===== src/rtl/linestat_pkg.sv =====
// Package: shared control states for the line statistics accumulator.
// Assumes nothing beyond IEEE 1800-2017 enum support.
package linestat_pkg;

    typedef enum logic [2:0] {
        ST_IDLE,
        ST_MEAN_GO,
        ST_MEAN_WAIT,
        ST_REPORT,
        ST_NOISE_GO,
        ST_NOISE_WAIT
    } ls_state_t;

    function automatic int imax(input int a, input int b);
        return (a > b) ? a : b;
    endfunction

endpackage


===== src/rtl/linestat_line_acc.sv =====
// Per-line running statistics: count, sum, minimum, maximum and the signed
// odd-minus-following-even sum. Exposes next-state values so the parent can
// snapshot a line closed by a pixel in the same cycle as line_end.
// Assumes at most 2**CNT_W-1 valid pixels per line.
module linestat_line_acc #(
    parameter int DATA_W = 16,
    parameter int CNT_W  = 13,
    parameter int SUM_W  = 29,
    parameter int IMB_W  = 30
) (
    input  logic                     clk,
    input  logic                     rst_n,
    input  logic                     in_valid,
    input  logic [DATA_W-1:0]        in_data,
    input  logic                     in_odd,
    input  logic                     line_start,
    input  logic                     line_end,
    output logic [CNT_W-1:0]         nx_cnt,
    output logic [SUM_W-1:0]         nx_sum,
    output logic [DATA_W-1:0]        nx_min,
    output logic [DATA_W-1:0]        nx_max,
    output logic signed [IMB_W-1:0]  nx_imb
);

    logic [CNT_W-1:0]        cnt_q;
    logic [SUM_W-1:0]        sum_q;
    logic [DATA_W-1:0]       min_q, max_q, hold_q;
    logic signed [IMB_W-1:0] imb_q;
    logic                    have_q;

    logic [CNT_W-1:0]        b_cnt;
    logic [SUM_W-1:0]        b_sum;
    logic [DATA_W-1:0]       b_min, b_max;
    logic signed [IMB_W-1:0] b_imb;
    logic                    b_have;
    logic [DATA_W-1:0]       nx_hold;
    logic                    nx_have;
    logic signed [DATA_W:0]  diff;

    // Base values: line_start discards anything gathered before it.
    always_comb begin
        b_cnt  = line_start ? '0 : cnt_q;
        b_sum  = line_start ? '0 : sum_q;
        b_min  = line_start ? '0 : min_q;
        b_max  = line_start ? '0 : max_q;
        b_imb  = line_start ? '0 : imb_q;
        b_have = line_start ? 1'b0 : have_q;
    end

    // Next-state update for one qualified pixel.
    always_comb begin
        nx_cnt  = b_cnt;
        nx_sum  = b_sum;
        nx_min  = b_min;
        nx_max  = b_max;
        nx_imb  = b_imb;
        nx_hold = hold_q;
        nx_have = b_have;
        diff    = $signed({1'b0, hold_q}) - $signed({1'b0, in_data});
        if (in_valid) begin
            nx_cnt = b_cnt + 1'b1;
            nx_sum = b_sum + SUM_W'(in_data);
            if (b_cnt == '0) begin
                nx_min = in_data;
                nx_max = in_data;
            end else begin
                if (in_data < b_min) nx_min = in_data;
                if (in_data > b_max) nx_max = in_data;
            end
            if (in_odd) begin
                nx_hold = in_data;
                nx_have = 1'b1;
            end else if (b_have) begin
                nx_imb  = b_imb + {{(IMB_W-DATA_W-1){diff[DATA_W]}}, diff};
                nx_have = 1'b0;
            end
        end
    end

    // State registers; line_end hands the line over and clears.
    always_ff @(posedge clk) begin
        if (!rst_n || line_end) begin
            cnt_q  <= '0;
            sum_q  <= '0;
            min_q  <= '0;
            max_q  <= '0;
            imb_q  <= '0;
            hold_q <= '0;
            have_q <= 1'b0;
        end else begin
            cnt_q  <= nx_cnt;
            sum_q  <= nx_sum;
            min_q  <= nx_min;
            max_q  <= nx_max;
            imb_q  <= nx_imb;
            hold_q <= nx_hold;
            have_q <= nx_have;
        end
    end

endmodule


===== src/rtl/linestat_noise_acc.sv =====
// Cross-line accumulator: takes the pixel at a chosen valid index of every
// line, sums it and its square, and after NOISE_LINES samples raises a
// pending flag with a snapshot until the parent takes it.
// Assumes the parent takes a pending batch before the next batch closes.
module linestat_noise_acc #(
    parameter int DATA_W      = 16,
    parameter int CNT_W       = 13,
    parameter int NOISE_LINES = 100,
    parameter int NL_W        = 7,
    parameter int NS_W        = 23,
    parameter int SQ_W        = 39
) (
    input  logic              clk,
    input  logic              rst_n,
    input  logic              in_valid,
    input  logic [DATA_W-1:0] in_data,
    input  logic              line_start,
    input  logic              line_end,
    input  logic [CNT_W-1:0]  sel_idx,
    input  logic              take,
    output logic              pend,
    output logic [NS_W-1:0]   snap_sum,
    output logic [SQ_W-1:0]   snap_sq
);

    logic [CNT_W-1:0] idx_q, b_idx;
    logic             in_line_q;
    logic [NL_W-1:0]  n_q;
    logic [NS_W-1:0]  s_q, s_nx;
    logic [SQ_W-1:0]  q_q, q_nx;
    logic             hit, closes;

    // Sample selection and running sums for a hit.
    always_comb begin
        b_idx  = line_start ? '0 : idx_q;
        hit    = in_valid && (line_start || in_line_q) && (b_idx == sel_idx);
        s_nx   = s_q + NS_W'(in_data);
        q_nx   = q_q + SQ_W'(in_data) * SQ_W'(in_data);
        closes = hit && (n_q == NL_W'(NOISE_LINES - 1));
    end

    // Index counter and inside-line flag.
    always_ff @(posedge clk) begin
        if (!rst_n || line_end) begin
            idx_q     <= '0;
            in_line_q <= 1'b0;
        end else begin
            idx_q     <= in_valid ? b_idx + 1'b1 : b_idx;
            in_line_q <= in_line_q | line_start;
        end
    end

    // Batch sums, snapshot and pending handshake.
    always_ff @(posedge clk) begin
        if (!rst_n) begin
            n_q      <= '0;
            s_q      <= '0;
            q_q      <= '0;
            pend     <= 1'b0;
            snap_sum <= '0;
            snap_sq  <= '0;
        end else begin
            if (closes) begin
                n_q      <= '0;
                s_q      <= '0;
                q_q      <= '0;
                snap_sum <= s_nx;
                snap_sq  <= q_nx;
                pend     <= 1'b1;
            end else begin
                if (hit) begin
                    n_q <= n_q + 1'b1;
                    s_q <= s_nx;
                    q_q <= q_nx;
                end
                if (take) pend <= 1'b0;
            end
        end
    end

endmodule


===== src/rtl/linestat_divider.sv =====
// Unsigned restoring divider, one quotient bit per cycle, DVD_W cycles
// from start to the done pulse. Assumes a non-zero divisor and no start
// while a division runs.
module linestat_divider #(
    parameter int DVD_W = 46,
    parameter int DVS_W = 13
) (
    input  logic             clk,
    input  logic             rst_n,
    input  logic             start,
    input  logic [DVD_W-1:0] dividend,
    input  logic [DVS_W-1:0] divisor,
    output logic             done,
    output logic [DVD_W-1:0] quotient
);

    localparam int STEP_W = $clog2(DVD_W + 1);

    logic [DVS_W-1:0]  rem_q, dvs_q;
    logic [STEP_W-1:0] step_q;
    logic              run_q;
    logic [DVS_W:0]    rem_sh, rem_sub;
    logic              ge;

    // One restoring step: shift in the next dividend bit, try a subtract.
    always_comb begin
        rem_sh  = {rem_q, quotient[DVD_W-1]};
        ge      = rem_sh >= {1'b0, dvs_q};
        rem_sub = rem_sh - {1'b0, dvs_q};
    end

    // Iteration control and datapath registers.
    always_ff @(posedge clk) begin
        if (!rst_n) begin
            rem_q    <= '0;
            dvs_q    <= '0;
            step_q   <= '0;
            run_q    <= 1'b0;
            done     <= 1'b0;
            quotient <= '0;
        end else begin
            done <= 1'b0;
            if (start) begin
                quotient <= dividend;
                dvs_q    <= divisor;
                rem_q    <= '0;
                step_q   <= STEP_W'(DVD_W);
                run_q    <= 1'b1;
            end else if (run_q) begin
                rem_q    <= ge ? rem_sub[DVS_W-1:0] : rem_sh[DVS_W-1:0];
                quotient <= {quotient[DVD_W-2:0], ge};
                step_q   <= step_q - 1'b1;
                if (step_q == STEP_W'(1)) begin
                    run_q <= 1'b0;
                    done  <= 1'b1;
                end
            end
        end
    end

endmodule


===== src/rtl/linestat_core.sv =====
// Top of the line statistics accumulator. Snapshots the line statistics at
// line_end, divides for the exact mean, forms the deviation from the
// minimum and maximum, and, when a noise batch is pending, divides the
// squared sample sum to give the variance numerator.
// Assumes line_end is not raised while busy is high; such a line is not
// reported.
module linestat_core #(
    parameter int DATA_W      = 16,
    parameter int MAX_PIX     = 7500,
    parameter int NOISE_LINES = 100,
    localparam int CNT_W = $clog2(MAX_PIX + 1),
    localparam int SUM_W = DATA_W + CNT_W,
    localparam int IMB_W = DATA_W + CNT_W + 1,
    localparam int NL_W  = $clog2(NOISE_LINES + 1),
    localparam int NS_W  = DATA_W + NL_W,
    localparam int SQ_W  = 2 * DATA_W + NL_W
) (
    input  logic                     clk,
    input  logic                     rst_n,
    input  logic                     in_valid,
    input  logic [DATA_W-1:0]        in_data,
    input  logic                     in_odd,
    input  logic                     line_start,
    input  logic                     line_end,
    input  logic [CNT_W-1:0]         noise_idx,
    output logic                     busy,
    output logic                     stat_valid,
    output logic [CNT_W-1:0]         stat_count,
    output logic [SUM_W-1:0]         stat_sum,
    output logic [DATA_W-1:0]        stat_mean,
    output logic [DATA_W-1:0]        stat_maxdev,
    output logic signed [IMB_W-1:0] stat_imb,
    output logic                     noise_valid,
    output logic [NS_W-1:0]          noise_sum,
    output logic [SQ_W-1:0]          noise_sumsq,
    output logic [SQ_W-1:0]          noise_varnum
);
    import linestat_pkg::*;

    localparam int DVD_W = imax(2 * NS_W, SUM_W);
    localparam int DVS_W = imax(CNT_W, NL_W);

    ls_state_t               state_q;
    logic [CNT_W-1:0]        nx_cnt, snap_cnt;
    logic [SUM_W-1:0]        nx_sum, snap_sum;
    logic [DATA_W-1:0]       nx_min, nx_max, snap_min, snap_max, mean_q;
    logic signed [IMB_W-1:0] nx_imb, snap_imb;
    logic                    nz_pend, nz_take;
    logic [NS_W-1:0]         nz_snap_sum, nz_sum_q;
    logic [SQ_W-1:0]         nz_snap_sq, nz_sq_q;
    logic                    div_start, div_done;
    logic [DVD_W-1:0]        div_dvd, div_quo, nz_ext;
    logic [DVS_W-1:0]        div_dvs;
    logic [DATA_W-1:0]       dev_up, dev_dn;

    linestat_line_acc #(
        .DATA_W(DATA_W), .CNT_W(CNT_W), .SUM_W(SUM_W), .IMB_W(IMB_W)
    ) u_line (
        .clk(clk), .rst_n(rst_n), .in_valid(in_valid), .in_data(in_data),
        .in_odd(in_odd), .line_start(line_start), .line_end(line_end),
        .nx_cnt(nx_cnt), .nx_sum(nx_sum), .nx_min(nx_min), .nx_max(nx_max),
        .nx_imb(nx_imb)
    );

    linestat_noise_acc #(
        .DATA_W(DATA_W), .CNT_W(CNT_W), .NOISE_LINES(NOISE_LINES),
        .NL_W(NL_W), .NS_W(NS_W), .SQ_W(SQ_W)
    ) u_noise (
        .clk(clk), .rst_n(rst_n), .in_valid(in_valid), .in_data(in_data),
        .line_start(line_start), .line_end(line_end), .sel_idx(noise_idx),
        .take(nz_take), .pend(nz_pend), .snap_sum(nz_snap_sum),
        .snap_sq(nz_snap_sq)
    );

    linestat_divider #(
        .DVD_W(DVD_W), .DVS_W(DVS_W)
    ) u_div (
        .clk(clk), .rst_n(rst_n), .start(div_start), .dividend(div_dvd),
        .divisor(div_dvs), .done(div_done), .quotient(div_quo)
    );

    // Divider operand selection by phase.
    always_comb begin
        nz_ext    = DVD_W'(nz_sum_q);
        div_start = 1'b0;
        div_dvd   = DVD_W'(snap_sum);
        div_dvs   = DVS_W'(snap_cnt);
        nz_take   = (state_q == ST_REPORT) && nz_pend;
        if (state_q == ST_MEAN_GO) begin
            div_start = (snap_cnt != '0);
        end else if (state_q == ST_NOISE_GO) begin
            div_start = 1'b1;
            div_dvd   = nz_ext * nz_ext;
            div_dvs   = DVS_W'(NOISE_LINES);
        end
    end

    // Deviation candidates on each side of the mean.
    always_comb begin
        dev_up = snap_max - mean_q;
        dev_dn = mean_q - snap_min;
    end

    assign busy = (state_q != ST_IDLE);

    // Report sequencer and result registers.
    always_ff @(posedge clk) begin
        if (!rst_n) begin
            state_q      <= ST_IDLE;
            snap_cnt     <= '0;
            snap_sum     <= '0;
            snap_min     <= '0;
            snap_max     <= '0;
            snap_imb     <= '0;
            mean_q       <= '0;
            nz_sum_q     <= '0;
            nz_sq_q      <= '0;
            stat_valid   <= 1'b0;
            stat_count   <= '0;
            stat_sum     <= '0;
            stat_mean    <= '0;
            stat_maxdev  <= '0;
            stat_imb     <= '0;
            noise_valid  <= 1'b0;
            noise_sum    <= '0;
            noise_sumsq  <= '0;
            noise_varnum <= '0;
        end else begin
            stat_valid  <= 1'b0;
            noise_valid <= 1'b0;
            case (state_q)
                ST_IDLE: begin
                    if (line_end) begin
                        snap_cnt <= nx_cnt;
                        snap_sum <= nx_sum;
                        snap_min <= nx_min;
                        snap_max <= nx_max;
                        snap_imb <= nx_imb;
                        state_q  <= ST_MEAN_GO;
                    end
                end
                ST_MEAN_GO: begin
                    if (snap_cnt == '0) begin
                        mean_q  <= '0;
                        state_q <= ST_REPORT;
                    end else begin
                        state_q <= ST_MEAN_WAIT;
                    end
                end
                ST_MEAN_WAIT: begin
                    if (div_done) begin
                        mean_q  <= div_quo[DATA_W-1:0];
                        state_q <= ST_REPORT;
                    end
                end
                ST_REPORT: begin
                    stat_valid  <= 1'b1;
                    stat_count  <= snap_cnt;
                    stat_sum    <= snap_sum;
                    stat_mean   <= mean_q;
                    stat_maxdev <= (dev_up > dev_dn) ? dev_up : dev_dn;
                    stat_imb    <= snap_imb;
                    if (nz_pend) begin
                        nz_sum_q <= nz_snap_sum;
                        nz_sq_q  <= nz_snap_sq;
                        state_q  <= ST_NOISE_GO;
                    end else begin
                        state_q  <= ST_IDLE;
                    end
                end
                ST_NOISE_GO: begin
                    state_q <= ST_NOISE_WAIT;
                end
                ST_NOISE_WAIT: begin
                    if (div_done) begin
                        noise_valid  <= 1'b1;
                        noise_sum    <= nz_sum_q;
                        noise_sumsq  <= nz_sq_q;
                        noise_varnum <= nz_sq_q - SQ_W'(div_quo);
                        state_q      <= ST_IDLE;
                    end
                end
                default: state_q <= ST_IDLE;
            endcase
        end
    end

endmodule


===== config.mk =====
export PLATFORM = sky130hd
export DESIGN_NAME = linestat_core
export DESIGN_NICKNAME = d
export VERILOG_FILES = /design/src/rtl/linestat_pkg.sv /design/src/rtl/linestat_line_acc.sv /design/src/rtl/linestat_noise_acc.sv /design/src/rtl/linestat_divider.sv /design/src/rtl/linestat_core.sv
export SDC_FILE = /design/constraint.sdc
export NUM_CORES = 2
export LEC_CHECK = 0
export ABC_AREA = 1
export BUFFER_PORTS_ARGS = -buffer_cell sky130_fd_sc_hd__buf_2
export CELL_PAD_IN_SITES_DETAIL_PLACEMENT = 1
export CELL_PAD_IN_SITES_GLOBAL_PLACEMENT = 1
export CORE_UTILIZATION = 28
export CTS_CLUSTER_SIZE = 16
export DETAILED_ROUTE_END_ITERATION = 10
export PLACE_DENSITY = 0.52
export SLEW_MARGIN = 20
export SYNTH_ARGS = -nofsm -noshare
export SYNTH_HDL_FRONTEND = slang
export SYNTH_SLANG_ARGS = --single-unit

===== constraint.sdc =====
create_clock -name clk -period 18.6 [get_ports clk]
set_input_delay 3.72 -clock clk [delete_from_list [all_inputs] [get_ports clk]]
set_output_delay 3.72 -clock clk [all_outputs]
set_load 0.05 [all_outputs]

==> impl_metrics.tcl <==
set metrics [dict create \
    rr_worst_depth 24 \
    grt_start_max_net_pins 102 \
    die-width_um 481 \
    clock_sinks 739 \
    coreArea_mm2 0.227 \
    initial_core_util_pct 28.2 \
    numPortBuffers 242 \
    hp-class "reg -> reg" \
    dp.cells 12000 \
    viasPerCell 4.77 \
    synthCells 9028 \
    leakage_nw 37.2 \
    cp_slowest_cell "buf_2" \
    whs_path_depth 2 \
    min_period_ns 9.00 \
    clk-insertion-delay-late_ns 0.76 \
    crit_buf_inv 7 \
    path_cells "buf_2 -> nand2_1 -> fa_1 -> inv_1 -> fa_1 -> inv_1 -> fa_1 -> inv_1 -> fa_1 -> inv_1 -> fa_1 -> inv_1 -> fa_1 -> ha_1 -> nand2_1 -> nor2_1 -> inv_1 -> o211ai_1 -> nand3b_1 -> nand3_1 -> nand2_1 -> nor2_1 -> nor2_1" \
    post_cts_resized 0 \
    ys_async_sr_fraction_pct 0 \
    cts-root-buf "clkbuf_16" \
    fin_cells 12200 \
    grt_use_total_pct 22.0 \
    post-cts-setup-buffers 0 \
    cts_buffers 101 \
    yosysTopAreaCellShare_pct 23.1 \
    yosysTopAreaCell "dfxtp_1" \
    hold_viol 0 \
    synth-edff-count 0 \
    required_ns 19.24 \
    yosys_most_used_dff "dfxtp_1" \
    critPathTopFamily "adder cells" \
    criticalPathCategory "in -> reg" \
    ios 243 \
    start_kind "input port" \
    yosys-top-cells-area "dfxtp_1, fa_1, nand2_1, inv_1, ha_1" \
    nFillCells 28100 \
    drt_pass1_iterations 5 \
    dieArea_mm2 0.231 \
    ys_seq_elements 739 \
    drv_cap 0 \
    synth_area_per_cell_um2 7.10 \
    layout.cell_area.non_filler_mm2 0.0719 \
    grt_pass1_vias 62200 \
    rows 175 \
    cts_tree "yes" \
    overflow 0 \
    synth.yosys.seq_area_share_pct 23.1 \
    final_nets 10200 \
    drt-initial-drc-count 2525 \
    holdWs_ns 0.454 \
    setup_viol 0 \
    wl_per_cell_um 20.7 \
    h-tree-depth 3 \
    rsz0062_at_grt "no" \
    power.density_mw_per_mm2 122 \
    cpPeakStageDelay_ns 0.59 \
    drc 0 \
    cp.depth 23 \
    synth_most_common_cell "nand2_1" \
    yosys_warnings 0 \
    cp.arrival_ns 9.64 \
    clock.fmax_mhz 111 \
    ys_top_cells_by_count "nand2_1, inv_1, a21oi_1, dfxtp_1, nor2_1" \
    irDropWorstVdd_mv 0.120 \
    worst_slew_pin_slew_ns 1.09 \
    max-slew-margin-rel_pct 27.3 \
    tns_ns 0 \
    place_area_mm2 0.0683 \
    clockBufferDepth 3 \
    final.period_utilization_pct 48.4 \
    fp.dieH_um 481 \
    area_growth_pct 12.1 \
    holdBufCountCts 0 \
    antenna_found_initial 13 \
    drive_above_1_share_pct 5.91 \
    status "finished clean" \
    syn_nets 10100 \
    finClkSkew_ns 0.0414 \
    synth_cell_types 53 \
    dp_hpwl_mm 199 \
    grt_pass1_wl_mm 387 \
    place_congestion 0.885 \
    cp-end-kind "flop" \
    antenna_left 0 \
    syn-cell-area_mm2 0.0641 \
    slew_violations 0 \
    path_clk_slew_ns 0.06 \
    wirelength_mm 252 \
    crit_fanout 23 \
    via_count 58100 \
]
layout by cell type (no fill, tap or decap), types with 106 or more instances in the layout:
cell	n
o21ai_0	490
nor2_1	646
inv_1	1808
nand3_1	531
buf_2	241
a21oi_1	789
fa_1	590
nand2_1	2011
xor2_1	106
ha_1	486
dfxtp_1	731
sequential cells by signal, summed over array words and instances (netlist names), 23 cells and up:
register and cells:
u_noise.snap_sum 23, noise_varnum 39, stat_sum 29, u_line.imb_q 30, snap_sum 29, u_noise.q_q 39
u_noise.snap_sq 39, u_noise.s_q 23, u_line.sum_q 29, snap_imb 30, u_div.quotient 46, stat_imb 30
noise_sum 23, nz_sq_q 39, noise_sumsq 39, nz_sum_q 23
per-stage QoR:
step	utilization (%)	setup slack (ns)	power (mW)
finish	31.6	9.60	8.75
global route	31.6	9.23	9.54
CTS	31.6	9.60	8.90
detailed placement	30.0	8.78	6.75
global placement	30.0	8.80	6.69
floorplan	-	9.62	5.17
worst paths after layout:
path                            slack (ns)            endpoint          startpoint
worst max-delay path                  9.60     u_noise.q_q[33]          in_data[5]
worst min-delay path                  0.45  u_div.quotient[11]  u_div.quotient[11]
worst max register to register       10.79  u_div.quotient[37]        nz_sum_q[15]
worst min register to register        0.45  u_div.quotient[11]  u_div.quotient[11]
final cells by class:
cell class,instances,area (um2),share of cell area (%)
diodes,4,10.0,0.0139
clock buffers,133,2830,3.94
clock inverters,53,692,0.963
inverters,1826,6870,9.56
multi-input cells,6123,41200,57.3
flip-flops and latches,739,14800,20.6
well taps,3009,3760,5.24
repair buffers,309,1720,2.40
logic make-up after synthesis:
group	count (synthesis)	share of synthesized area, %
fa+ha+maj	1076	27.9
simple gates	3427	22.0
xor+xnor	160	2.21
compound gates	1460	12.1
buf+inv	2166	12.8
flops	739	23.1
layer usage:
metal,vias to the layer above,track usage [%],share of wire [%]
met5,-,0,0.0091
met4,4,6.63,3.2
met3,274,1.85,2.3
met2,729,38.5,49
met1,28900,28.4,45
li1,28200,-,-
power by group:
part,internal [mW],leakage (nW),switching [mW]
registers,1.74,6.00,0.106
logic,1.47,29.5,3.35
clock network,1.23,1.71,0.855
worst register-to-register path: cells and delay by family (launching register included):
| family | cells | cell delay, ns |
|---|---|---|
| simple gates | 6 | 0.71 |
| compound gates | 4 | 1.44 |
| flops | 1 | 0.88 |
| fa+ha+maj | 8 | 4.01 |
| buf+inv | 6 | 0.69 |
(Power assumes the default switching activity.)
